**src/rtl/mod3_pkg.sv**
```systemverilog
package mod3_pkg;

  typedef enum logic [1:0] {
    RES0    = 2'b00,
    RES1    = 2'b01,
    RES2    = 2'b10,
    RES_BAD = 2'b11
  } residue_t;

  // Strobes from control to datapath; at most one is high per cycle.
  typedef struct packed {
    logic clear;    // synchronous reset of the remainder
    logic recover;  // leave the unused code
    logic advance;  // fold the offered bit into the remainder
  } ctrl_t;

  // Remainder after appending bit b: (2N + b) mod 3.
  function automatic residue_t nextResidue(residue_t cur, logic b);
    residue_t nxt;
    case (cur)
      RES0:    nxt = b ? RES1 : RES0;
      RES1:    nxt = b ? RES0 : RES2;
      RES2:    nxt = b ? RES2 : RES1;
      default: nxt = RES0;
    endcase
    return nxt;
  endfunction

endpackage

```
**src/rtl/mod3_ctrl.sv**
```systemverilog
module mod3_ctrl
  import mod3_pkg::*;
(
  input  logic     rst,
  input  logic     bitValid,
  input  residue_t residue,
  output ctrl_t    ctrl
);

  logic isBad;

  always_comb begin
    isBad        = (residue == RES_BAD);
    ctrl.clear   = rst;
    ctrl.recover = !rst && isBad;
    ctrl.advance = !rst && !isBad && bitValid;
  end

endmodule

```
**src/rtl/mod3_datapath.sv**
```systemverilog
module mod3_datapath
  import mod3_pkg::*;
(
  input  logic     clk,
  input  ctrl_t    ctrl,
  input  logic     bitIn,
  output residue_t residue,
  output logic     light
);

  residue_t residueReg;

  always_ff @(posedge clk) begin
    if (ctrl.clear || ctrl.recover)
      residueReg <= RES0;
    else if (ctrl.advance)
      residueReg <= nextResidue(residueReg, bitIn);
  end

  assign residue = residueReg;
  assign light   = (residueReg == RES0);

  // steps out of remainder 0
  a_r3_from_zero: assert property (@(posedge clk) disable iff (ctrl.clear)
    (ctrl.advance && residueReg == RES0) |=> residueReg == ($past(bitIn) ? RES1 : RES0));

  // steps out of remainder 1
  a_r4_from_one: assert property (@(posedge clk) disable iff (ctrl.clear)
    (ctrl.advance && residueReg == RES1) |=> residueReg == ($past(bitIn) ? RES0 : RES2));

  // steps out of remainder 2
  a_r5_from_two: assert property (@(posedge clk) disable iff (ctrl.clear)
    (ctrl.advance && residueReg == RES2) |=> residueReg == ($past(bitIn) ? RES2 : RES1));

  // no accepted bit, no change
  a_r6_hold: assert property (@(posedge clk) disable iff (ctrl.clear)
    (!ctrl.advance && !ctrl.recover) |=> $stable(residueReg) && $stable(light));

  // unused code never reached
  a_r7_legal: assert property (@(posedge clk) disable iff (ctrl.clear)
    residueReg != RES_BAD);

  // recovery path lands on remainder 0
  a_r7_recover: assert property (@(posedge clk) disable iff (ctrl.clear)
    ctrl.recover |=> residueReg == RES0);

endmodule

```
**src/rtl/mod3_stream_detector.sv**
```systemverilog
module mod3_stream_detector
  import mod3_pkg::*;
(
  input  logic clk,
  input  logic rst,
  input  logic bitValid,
  input  logic bitIn,
  output logic divisible
);

  ctrl_t    ctrl;
  residue_t residue;

  mod3_ctrl u_ctrl (
    .rst      (rst),
    .bitValid (bitValid),
    .residue  (residue),
    .ctrl     (ctrl)
  );

  mod3_datapath u_dp (
    .clk     (clk),
    .ctrl    (ctrl),
    .bitIn   (bitIn),
    .residue (residue),
    .light   (divisible)
  );

  // a reset edge lights the output
  a_r1_reset_light: assert property (@(posedge clk) disable iff (!rst)
    rst |=> divisible);

endmodule

```
**config.mk**
```make
export PLATFORM = sky130hd
export DESIGN_NAME = mod3_stream_detector
export DESIGN_NICKNAME = d
export VERILOG_FILES = /design/src/rtl/mod3_pkg.sv /design/src/rtl/mod3_ctrl.sv /design/src/rtl/mod3_datapath.sv /design/src/rtl/mod3_stream_detector.sv
export SDC_FILE = /design/constraint.sdc
export NUM_CORES = 1
export LEC_CHECK = 0
export BUFFER_PORTS_ARGS = -buffer_cell sky130_fd_sc_hd__buf_2
export CORE_AREA = 2 2 39 41
export CTS_BUF_LIST = sky130_fd_sc_hd__clkbuf_8 sky130_fd_sc_hd__clkbuf_16
export DETAILED_ROUTE_END_ITERATION = 8
export DIE_AREA = 0 0 41 43
export GPL_TIMING_DRIVEN = 0
export SLEW_MARGIN = 20
export SYNTH_ARGS = -nofsm -noshare
export SYNTH_HDL_FRONTEND = slang
export SYNTH_SLANG_ARGS = --single-unit
```
**constraint.sdc**
```tcl
create_clock -name clk -period 2.68 [get_ports clk]
set_clock_uncertainty 0.05 [all_clocks]
set_input_delay 0 -clock clk [delete_from_list [all_inputs] [get_ports clk]]
set_output_delay 0 -clock clk [all_outputs]
set_load 0.05 [all_outputs]
```
==> results.ini, run 1 <==
[place]
gp_congestion = 0.494
dp_hpwl_um = 181
io_buffers = 4

[routing]
drtIter0Drc = 3
drc = 0
vias = 119
vias_per_cell = 3.22
drt-pass1-iter-count = 2
ant_nets = 0
wl_per_cell_um = 6.84
wl_um = 253

[floorplan]
rows = 14
start_util_pct = 7.32
die_height_um = 43
coreArea_um2 = 1380
dieArea_um2 = 1760
die_w_um = 41
ios = 5

[timing]
relSlewSlack_pct = 83.6
fmax_mhz = 911
rsz0062_at_grt = no
min_period_over_period_pct = 40.9
slew_viol_final = 0
finalSetupViolCount = 0
setup_tns_ps = 0
tightest_slew_ps = 248
hold-worst-slack_ps = 39.2
hold_violations = 0
min_period_ps = 1100

[worst_setup_path]
r2r_slack_ps = 1580
start_kind = flop
worstRegToRegCells = 2
crit_required_ps = 2770
r2r-start = u_dp.residue[1]$_SDFFE_PP0P_
r2r-end = u_dp.residue[1]$_SDFFE_PP0P_
crit_type = flop to flop
critPathArrivalTime_ps = 1180
critPathCaptureType = flop
cp_max_fo = 4

[clocking]
cts_max_level = 1
cts_setup_buffers = 0
clkSinkCount = 2
cts-root-buf = clkbuf_8
clock_path_buffers = 2
insertion_delay_ps = 210
cts_resized = 0
cts_buffers = 3
clkTransAtPathRegs_ps = 30
cts_tree = yes

[layout]
largest_reg_flops = 2
drive_gt1_share_pct = 38.1
syn_to_final_growth_pct = 90.1
fin_nets = 27
num_antenna_cells = 0

[synthesis]
seq_area_frac_synth_pct = 39.5
syn_nets = 17
ys_ff_latch = 2
syn_area_per_cell_um2 = 7.80
syn_inst = 13
synth_cell_types = 11
yosys_warnings = 0
netlist_area_um2 = 101

[power_and_ir_drop]
total_power_w = 0.000162
p_per_area_nw_per_um2 = 840
power_leakage_nw = 0.0791
peakVddDrop_mv = 0.192

[global_route]
grt_pass1_vias = 122
grt_first_pass_wirelength_um = 476
antenna_found_initial = 0
grt_max_degree = 5
grtUsageTotal_pct = 5.01
grt_overflow = 0

[flow_run]
maxCapViolations = 0

[min_path]
hold_end = u_dp.residue[0]$_SDFFE_PP0P_
min_from = bitIn
min_path_type = input port to flop
hold_path_depth = 3

[run_status]
status = finished, final reports clean

==> worst max path at each step <==
| stage | start | end |
|---|---|---|
| floorplan | u_dp.residue[1]$_SDFFE_PP0P_ | u_dp.residue[0]$_SDFFE_PP0P_ |
| global placement | u_dp.residue[1]$_SDFFE_PP0P_ | u_dp.residue[1]$_SDFFE_PP0P_ |
| detailed placement | u_dp.residue[1]$_SDFFE_PP0P_ | u_dp.residue[1]$_SDFFE_PP0P_ |
| CTS | u_dp.residue[1]$_SDFFE_PP0P_ | u_dp.residue[1]$_SDFFE_PP0P_ |
| global route | u_dp.residue[1]$_SDFFE_PP0P_ | u_dp.residue[1]$_SDFFE_PP0P_ |
| finish | u_dp.residue[1]$_SDFFE_PP0P_ | u_dp.residue[1]$_SDFFE_PP0P_ |
==> logic make-up after synthesis <==
group | count (synthesis) | synth area share [%]
buffers and inverters | 2 | 7.40
DFF | 2 | 39.5
and+or+nand+nor | 5 | 32.1
AOI/OAI and AO/OA | 4 | 21.0
==> power by group <==
part | internal [W] | total, W | switching, W
clock network | 0.0000947 | 0.000115 | 0.0000207
registers | 0.0000313 | 0.0000323 | 0.000000986
logic | 0.00000549 | 0.0000143 | 0.00000876
==> area by class of cell <==
class / instances / area (µm²)
clock buffer: 3 / 41.3
fill: 163 / 1190
timing repair buffer: 5 / 30.0
tap: 16 / 20.0
sequential: 2 / 40.0
inverter: 2 / 7.51
multi-input combinational: 9 / 53.8
==> cell usage in the layout, fill, tap and decap left out <==
cell	count
inv_2	1
or4b_1	1
inv_1	1
o21ai_0	1
a31oi_1	1
clkbuf_8	3
nor2b_1	1
buf_2	4
nand3_1	1
nor2_1	1
a21oi_1	2
dlygate4sd3_1	1
dfxtp_1	2
nor3b_1	1
==> metrics by stage <==
step | cells | utilization, % | instance area, µm² | setup slack (ps)
floorplan | 13 | - | 101 | 1290
global placement | 33 | 10.2 | 141 | 1590
detailed placement | 33 | 10.2 | 141 | 1580
CTS | 37 | 13.9 | 193 | 1570
global route | 37 | 13.9 | 193 | 1520
finish | 37 | 13.9 | 193 | 1580
==> worst max-delay path, cell delays in order (launching register included) <==
cell     delay, ps
dfxtp_1        320
or4b_1         520
a21oi_1        150
==> cell usage after synthesis, drive strengths merged <==
library cell  number  area share [%]
o21ai              1             4.9
or4b               1             9.9
dfxtp              2              40
a21oi              2             9.9
nand3              1             4.9
nor2               1             3.7
nor3b              1             7.4
inv                2             7.4
a31oi              1             6.2
nor2b              1             6.2
==> timing repair <==
action                     4_1_cts  5_1_grt
hold endpoints to repair         2        0
hold buffers                     1        0
setup endpoints to repair        0        0
==> per-layer routing <==
layer  share of wire, %  global-route usage (%)
met1                 54                    5.10
met4                2.4                    6.00
met5                  0                       0
met3                 12                    6.28
met2                 31                    4.06
No activity file was read; power rests on OpenSTA's default activity.
==> inputs of run 2 (changes only) <==
==> constraint.sdc (replaced) <==
create_clock -name clk -period 1.15 [get_ports clk]
set_clock_uncertainty 0.05 [all_clocks]
set_input_delay 0 -clock clk [delete_from_list [all_inputs] [get_ports clk]]
set_output_delay 0 -clock clk [all_outputs]
set_load 0.05 [all_outputs]
==> results.ini, run 2 (same netlist as run 1, synthesis figures left out) <==
[run_status]
status = finished, final reports clean  ; unchanged

[timing]
fmax_mhz = 906  ; was 911 MHz
finalSetupViolCount = 0  ; unchanged
setup_tns_ps = 0  ; unchanged
min_period_over_period_pct = 95.9  ; was 40.9%
hold_violations = 0  ; unchanged
rsz0062_at_grt = no  ; unchanged
relSlewSlack_pct = 83.5  ; was 83.6%
slew_viol_final = 0  ; unchanged
tightest_slew_ps = 249  ; was 248 ps
hold-worst-slack_ps = 41.1  ; was 39.2 ps
min_period_ps = 1100  ; about the same

[layout]
num_antenna_cells = 0  ; unchanged
syn_to_final_growth_pct = 96.3  ; was 90.1%
drive_gt1_share_pct = 47.6  ; was 38.1%
layout_commonest_cell = buf_2  ; unchanged
largest_reg_flops = 2  ; unchanged
mostFrequentLayoutCells = buf_2 (4), clkbuf_8 (3), dfxtp_1 (2)  ; was buf_2 (4), clkbuf_8 (3), a21oi_1 (2), dfxtp_1 (2)
fin_nets = 27  ; unchanged
stdcell_count = 37  ; unchanged

[global_route]
grt_overflow = 0  ; unchanged
antenna_found_initial = 0  ; unchanged
grt_pass1_vias = 117  ; was 122
grtUsageTotal_pct = 5.01  ; unchanged
grt_first_pass_wirelength_um = 469  ; was 476 µm
grt_max_degree = 5  ; unchanged

[clocking]
clkTransAtPathRegs_ps = 30  ; about the same
cts-root-buf = clkbuf_8  ; unchanged
cts_max_level = 1  ; unchanged
cts_tree = yes  ; unchanged
insertion_delay_ps = 210  ; about the same
cts_setup_buffers = 0  ; unchanged
clkSinkCount = 2  ; unchanged
clock_path_buffers = 2  ; unchanged
cts_buffers = 3  ; unchanged

[power_and_ir_drop]
p_per_area_nw_per_um2 = 1910  ; was 840 nW/µm²
power_leakage_nw = 0.0799  ; was 0.0791 nW
total_power_w = 0.000381  ; was 0.000162 W
peakVddDrop_mv = 0.419  ; was 0.192 mV

[worst_setup_path]
worstRegToRegCells = 2  ; unchanged
worst-path-buf-inv = 0  ; unchanged
crit_chain = or4b_1 > a21oi_2  ; was or4b_1 > a21oi_1
r2r_slack_ps = 50  ; was 1580 ps
r2r-start = u_dp.residue[0]$_SDFFE_PP0P_  ; was u_dp.residue[1]$_SDFFE_PP0P_
critPathArrivalTime_ps = 1190  ; was 1180 ps
crit_required_ps = 1240  ; was 2770 ps
critPathTopFamily = simple AND/OR/NAND/NOR gates  ; unchanged
critPathCaptureType = flop  ; unchanged
cp_slowest_cell = or4b_1  ; unchanged
cp_max_fo = 4  ; unchanged
slowest_delay_ps = 470  ; was 520 ps
crit_type = flop to flop  ; unchanged
start_kind = flop  ; unchanged
r2r-end = u_dp.residue[1]$_SDFFE_PP0P_  ; unchanged

[routing]
wl_per_cell_um = 7.43  ; was 6.84 µm
vias_per_cell = 3.41  ; was 3.22
drtIter0Drc = 1  ; was 3
ant_nets = 0  ; unchanged
wl_um = 275  ; was 253 µm
vias = 126  ; was 119
drc = 0  ; unchanged
drt-pass1-iter-count = 2  ; unchanged

[floorplan]
rows = 14  ; unchanged
coreArea_um2 = 1380  ; unchanged
die_height_um = 43  ; unchanged
ios = 5  ; unchanged
start_util_pct = 7.32  ; unchanged
dieArea_um2 = 1760  ; unchanged
die_w_um = 41  ; unchanged

[min_path]
min_from = bitIn  ; unchanged
hold_end = u_dp.residue[0]$_SDFFE_PP0P_  ; unchanged
hold_path_depth = 3  ; unchanged
min_path_type = input port to flop  ; unchanged

[place]
gp_congestion = 0.511  ; was 0.494
dp.cells = 33  ; unchanged
io_buffers = 4  ; unchanged

[flow_run]
maxCapViolations = 0  ; unchanged

run 2: cell counts in the layout (fill, tap and decap cells not counted):
Identical to the previous run, type by type.
run 2: routing by layer:
layer,track usage (%),up-vias,share of wire (%)
li1,-,63,-
met4,6.00,0,2.2
met5,0,-,0
met1,5.10,56,51
met2,4.06,5,35
met3,6.28,2,12
run 2: how the worst max path moves through the flow:
stage | startpoint | end | slack [ps] | cells past startpoint
2_1_floorplan | u_dp.residue[1]$_SDFFE_PP0P_ | u_dp.residue[0]$_SDFFE_PP0P_ | 9 | 3
3_3_place_gp | u_dp.residue[1]$_SDFFE_PP0P_ | u_dp.residue[1]$_SDFFE_PP0P_ | 60 | 2
3_5_place_dp | u_dp.residue[1]$_SDFFE_PP0P_ | u_dp.residue[1]$_SDFFE_PP0P_ | 40 | 2
4_1_cts | u_dp.residue[1]$_SDFFE_PP0P_ | u_dp.residue[1]$_SDFFE_PP0P_ | 30 | 2
5_1_grt | u_dp.residue[0]$_SDFFE_PP0P_ | u_dp.residue[1]$_SDFFE_PP0P_ | 20 | 2
6_report | u_dp.residue[0]$_SDFFE_PP0P_ | u_dp.residue[1]$_SDFFE_PP0P_ | 50 | 2
run 2: where the power goes:
| part | switching, W | total, W | internal [W] |
|---|---|---|---|
| clock network | 0.0000499 | 0.000271 | 0.000221 |
| registers | 0.00000295 | 0.0000759 | 0.0000729 |
| logic | 0.0000209 | 0.0000343 | 0.0000134 |
run 2: worst reg2reg max path: stages (launching register included):
cell and delay, ps:
dfxtp_1 370, or4b_1 470, a21oi_2 150
run 2: per-stage QoR:
stage	cell area [µm²]	setup WS [ps]	utilization [%]
6_report	199	46.6	14.4
2_1_floorplan	104	9.40	-
5_1_grt	199	21.1	14.4
3_3_place_gp	144	58.0	10.4
4_1_cts	195	30.9	14.1
3_5_place_dp	144	43.2	10.4
run 2: cell type report:
class,count,area (µm²)
flip-flops and latches,2,40.0
inverters,2,7.51
repair buffers,5,30.0
multi-input cells,9,60.1
well taps,16,20.0
fillers,155,1180
clock buffers,3,41.3
run 2: repair_timing:
action / CTS / global route
endpoints found under the setup margin: 0 / 1
hold endpoints to repair: 2 / 0
resized for setup: 0 / 1
hold buffers: 1 / 0
==> inputs of run 3 (changes only) <==
==> constraint.sdc (replaced) <==
create_clock -name clk -period 1.25 [get_ports clk]
set_clock_uncertainty 0.05 [all_clocks]
set_input_delay 0 -clock clk [delete_from_list [all_inputs] [get_ports clk]]
set_output_delay 0 -clock clk [all_outputs]
set_load 0.05 [all_outputs]
==> results.ini, run 3 (same netlist as run 1, synthesis figures left out) <==
[routing]
ant_nets = 0  ; unchanged
wl_um = 255  ; was 275 µm
drt-pass1-iter-count = 2  ; unchanged
wl_per_cell_um = 6.89  ; was 7.43 µm
drc = 0  ; unchanged
drtIter0Drc = 2  ; was 1
vias_per_cell = 3.30  ; was 3.41
vias = 122  ; was 126

[worst_setup_path]
cp-startpoint = u_dp.residue[1]$_SDFFE_PP0P_  ; was u_dp.residue[0]$_SDFFE_PP0P_
crit_type = flop to flop  ; unchanged
crit_required_ps = 1340  ; was 1240 ps
critPathCaptureType = flop  ; unchanged
start_kind = flop  ; unchanged
critPathArrivalTime_ps = 1190  ; about the same
r2r-start = u_dp.residue[1]$_SDFFE_PP0P_  ; was u_dp.residue[0]$_SDFFE_PP0P_
cp_max_fo = 4  ; unchanged

[floorplan]
coreArea_um2 = 1380  ; unchanged
die_w_um = 41  ; unchanged
start_util_pct = 7.32  ; unchanged
ios = 5  ; unchanged
rows = 14  ; unchanged
die_height_um = 43  ; unchanged
dieArea_um2 = 1760  ; unchanged

[layout]
largest_reg_flops = 2  ; unchanged
drive_gt1_share_pct = 42.9  ; was 47.6%
syn_to_final_growth_pct = 92.6  ; was 96.3%
layout_commonest_cell = buf_2  ; unchanged
fin_nets = 27  ; unchanged
mostFrequentLayoutCells = buf_2 (4), clkbuf_8 (3), a21oi_1 (2), dfxtp_1 (2)  ; was buf_2 (4), clkbuf_8 (3), dfxtp_1 (2)
num_antenna_cells = 0  ; unchanged
stdcell_count = 37  ; unchanged
fin_area_um2 = 195  ; was 199 µm²

[min_path]
min_from = bitIn  ; unchanged
min_path_type = input port to flop  ; unchanged

[power_and_ir_drop]
power_leakage_nw = 0.0799  ; about the same
p_per_area_nw_per_um2 = 1790  ; was 1910 nW/µm²
peakVddDrop_mv = 0.408  ; was 0.419 mV
total_power_w = 0.000349  ; was 0.000381 W

[clocking]
cts_buffers = 3  ; unchanged
clkTransAtPathRegs_ps = 30  ; about the same
hold_buffers = 1  ; unchanged
cts_setup_buffers = 0  ; unchanged
clock_path_buffers = 2  ; unchanged
insertion_delay_ps = 210  ; about the same
cts_resized = 0  ; unchanged
cts_tree = yes  ; unchanged
cts_max_level = 1  ; unchanged
clkSinkCount = 2  ; unchanged
cts-root-buf = clkbuf_8  ; unchanged

[global_route]
grt_first_pass_wirelength_um = 469  ; unchanged
grtUsageTotal_pct = 5.01  ; unchanged
grt_max_degree = 5  ; unchanged
grt_overflow = 0  ; unchanged
grt_pass1_vias = 117  ; unchanged
antenna_found_initial = 0  ; unchanged

[place]
post_dp_cell_area_um2 = 144  ; unchanged
gp_congestion = 0.511  ; unchanged
io_buffers = 4  ; unchanged
dp.cells = 33  ; unchanged

[flow_run]
maxCapViolations = 0  ; unchanged

[timing]
hold-worst-slack_ps = 40.1  ; was 41.1 ps
relSlewSlack_pct = 83.5  ; unchanged
setup_tns_ps = 0  ; unchanged
hold_violations = 0  ; unchanged
finalSetupViolCount = 0  ; unchanged
min_period_ps = 1110  ; was 1100 ps
min_period_over_period_pct = 88.7  ; was 95.9%
tightest_slew_ps = 249  ; about the same
rsz0062_at_grt = no  ; unchanged
fmax_mhz = 902  ; was 906 MHz
slew_viol_final = 0  ; unchanged

[run_status]
status = finished, final reports clean  ; unchanged

-- run 3: cell type report --
| class | instances | area [µm²] |
|---|---|---|
| Clock buffer | 3 | 41.3 |
| Fill cell | 155 | 1190 |
| Inverter | 2 | 7.51 |
| Multi-Input combinational cell | 9 | 56.3 |
| Sequential cell | 2 | 40.0 |
| Tap cell | 16 | 20.0 |
| Timing Repair Buffer | 5 | 30.0 |
-- run 3: layer usage --
| layer | global-route usage, % | up-vias | share of wire [%] |
|---|---|---|---|
| met5 | 0 | - | 0 |
| met4 | 6.00 | 0 | 2.4 |
| met3 | 6.28 | 2 | 13 |
| met2 | 4.06 | 5 | 31 |
| met1 | 5.10 | 52 | 53 |
| li1 | - | 63 | - |
-- run 3: power by group --
part / internal, W / switching (W) / total, W
logic: 0.0000121 / 0.0000185 / 0.0000306
clock network: 0.000203 / 0.0000454 / 0.000249
registers: 0.0000671 / 0.00000272 / 0.0000698
total: 0.000282 / 0.0000667 / 0.000349
-- run 3: path summary, 6_finish.rpt --
check | end | slack, ps | cells past startpoint
worst min-delay path | u_dp.residue[0]$_SDFFE_PP0P_ | 40 | 3
worst max register to register | u_dp.residue[1]$_SDFFE_PP0P_ | 140 | 2
worst max-delay path | u_dp.residue[1]$_SDFFE_PP0P_ | 140 | 2
worst min register to register | u_dp.residue[1]$_SDFFE_PP0P_ | 550 | 2
-- run 3: worst max-delay path: stages, from the launching register on --
cell and delay, ps:
dfxtp_1 320, or4b_1 520, a21oi_1 150
-- run 3: through the flow --
| stage | utilization [%] | worst slack [ps] |
|---|---|---|
| 3_3_place_gp | 10.4 | 158 |
| 2_1_floorplan | - | 109 |
| 6_report | 14.1 | 141 |
| 3_5_place_dp | 10.4 | 143 |
| 5_1_grt | 14.1 | 93.3 |
| 4_1_cts | 14.1 | 131 |
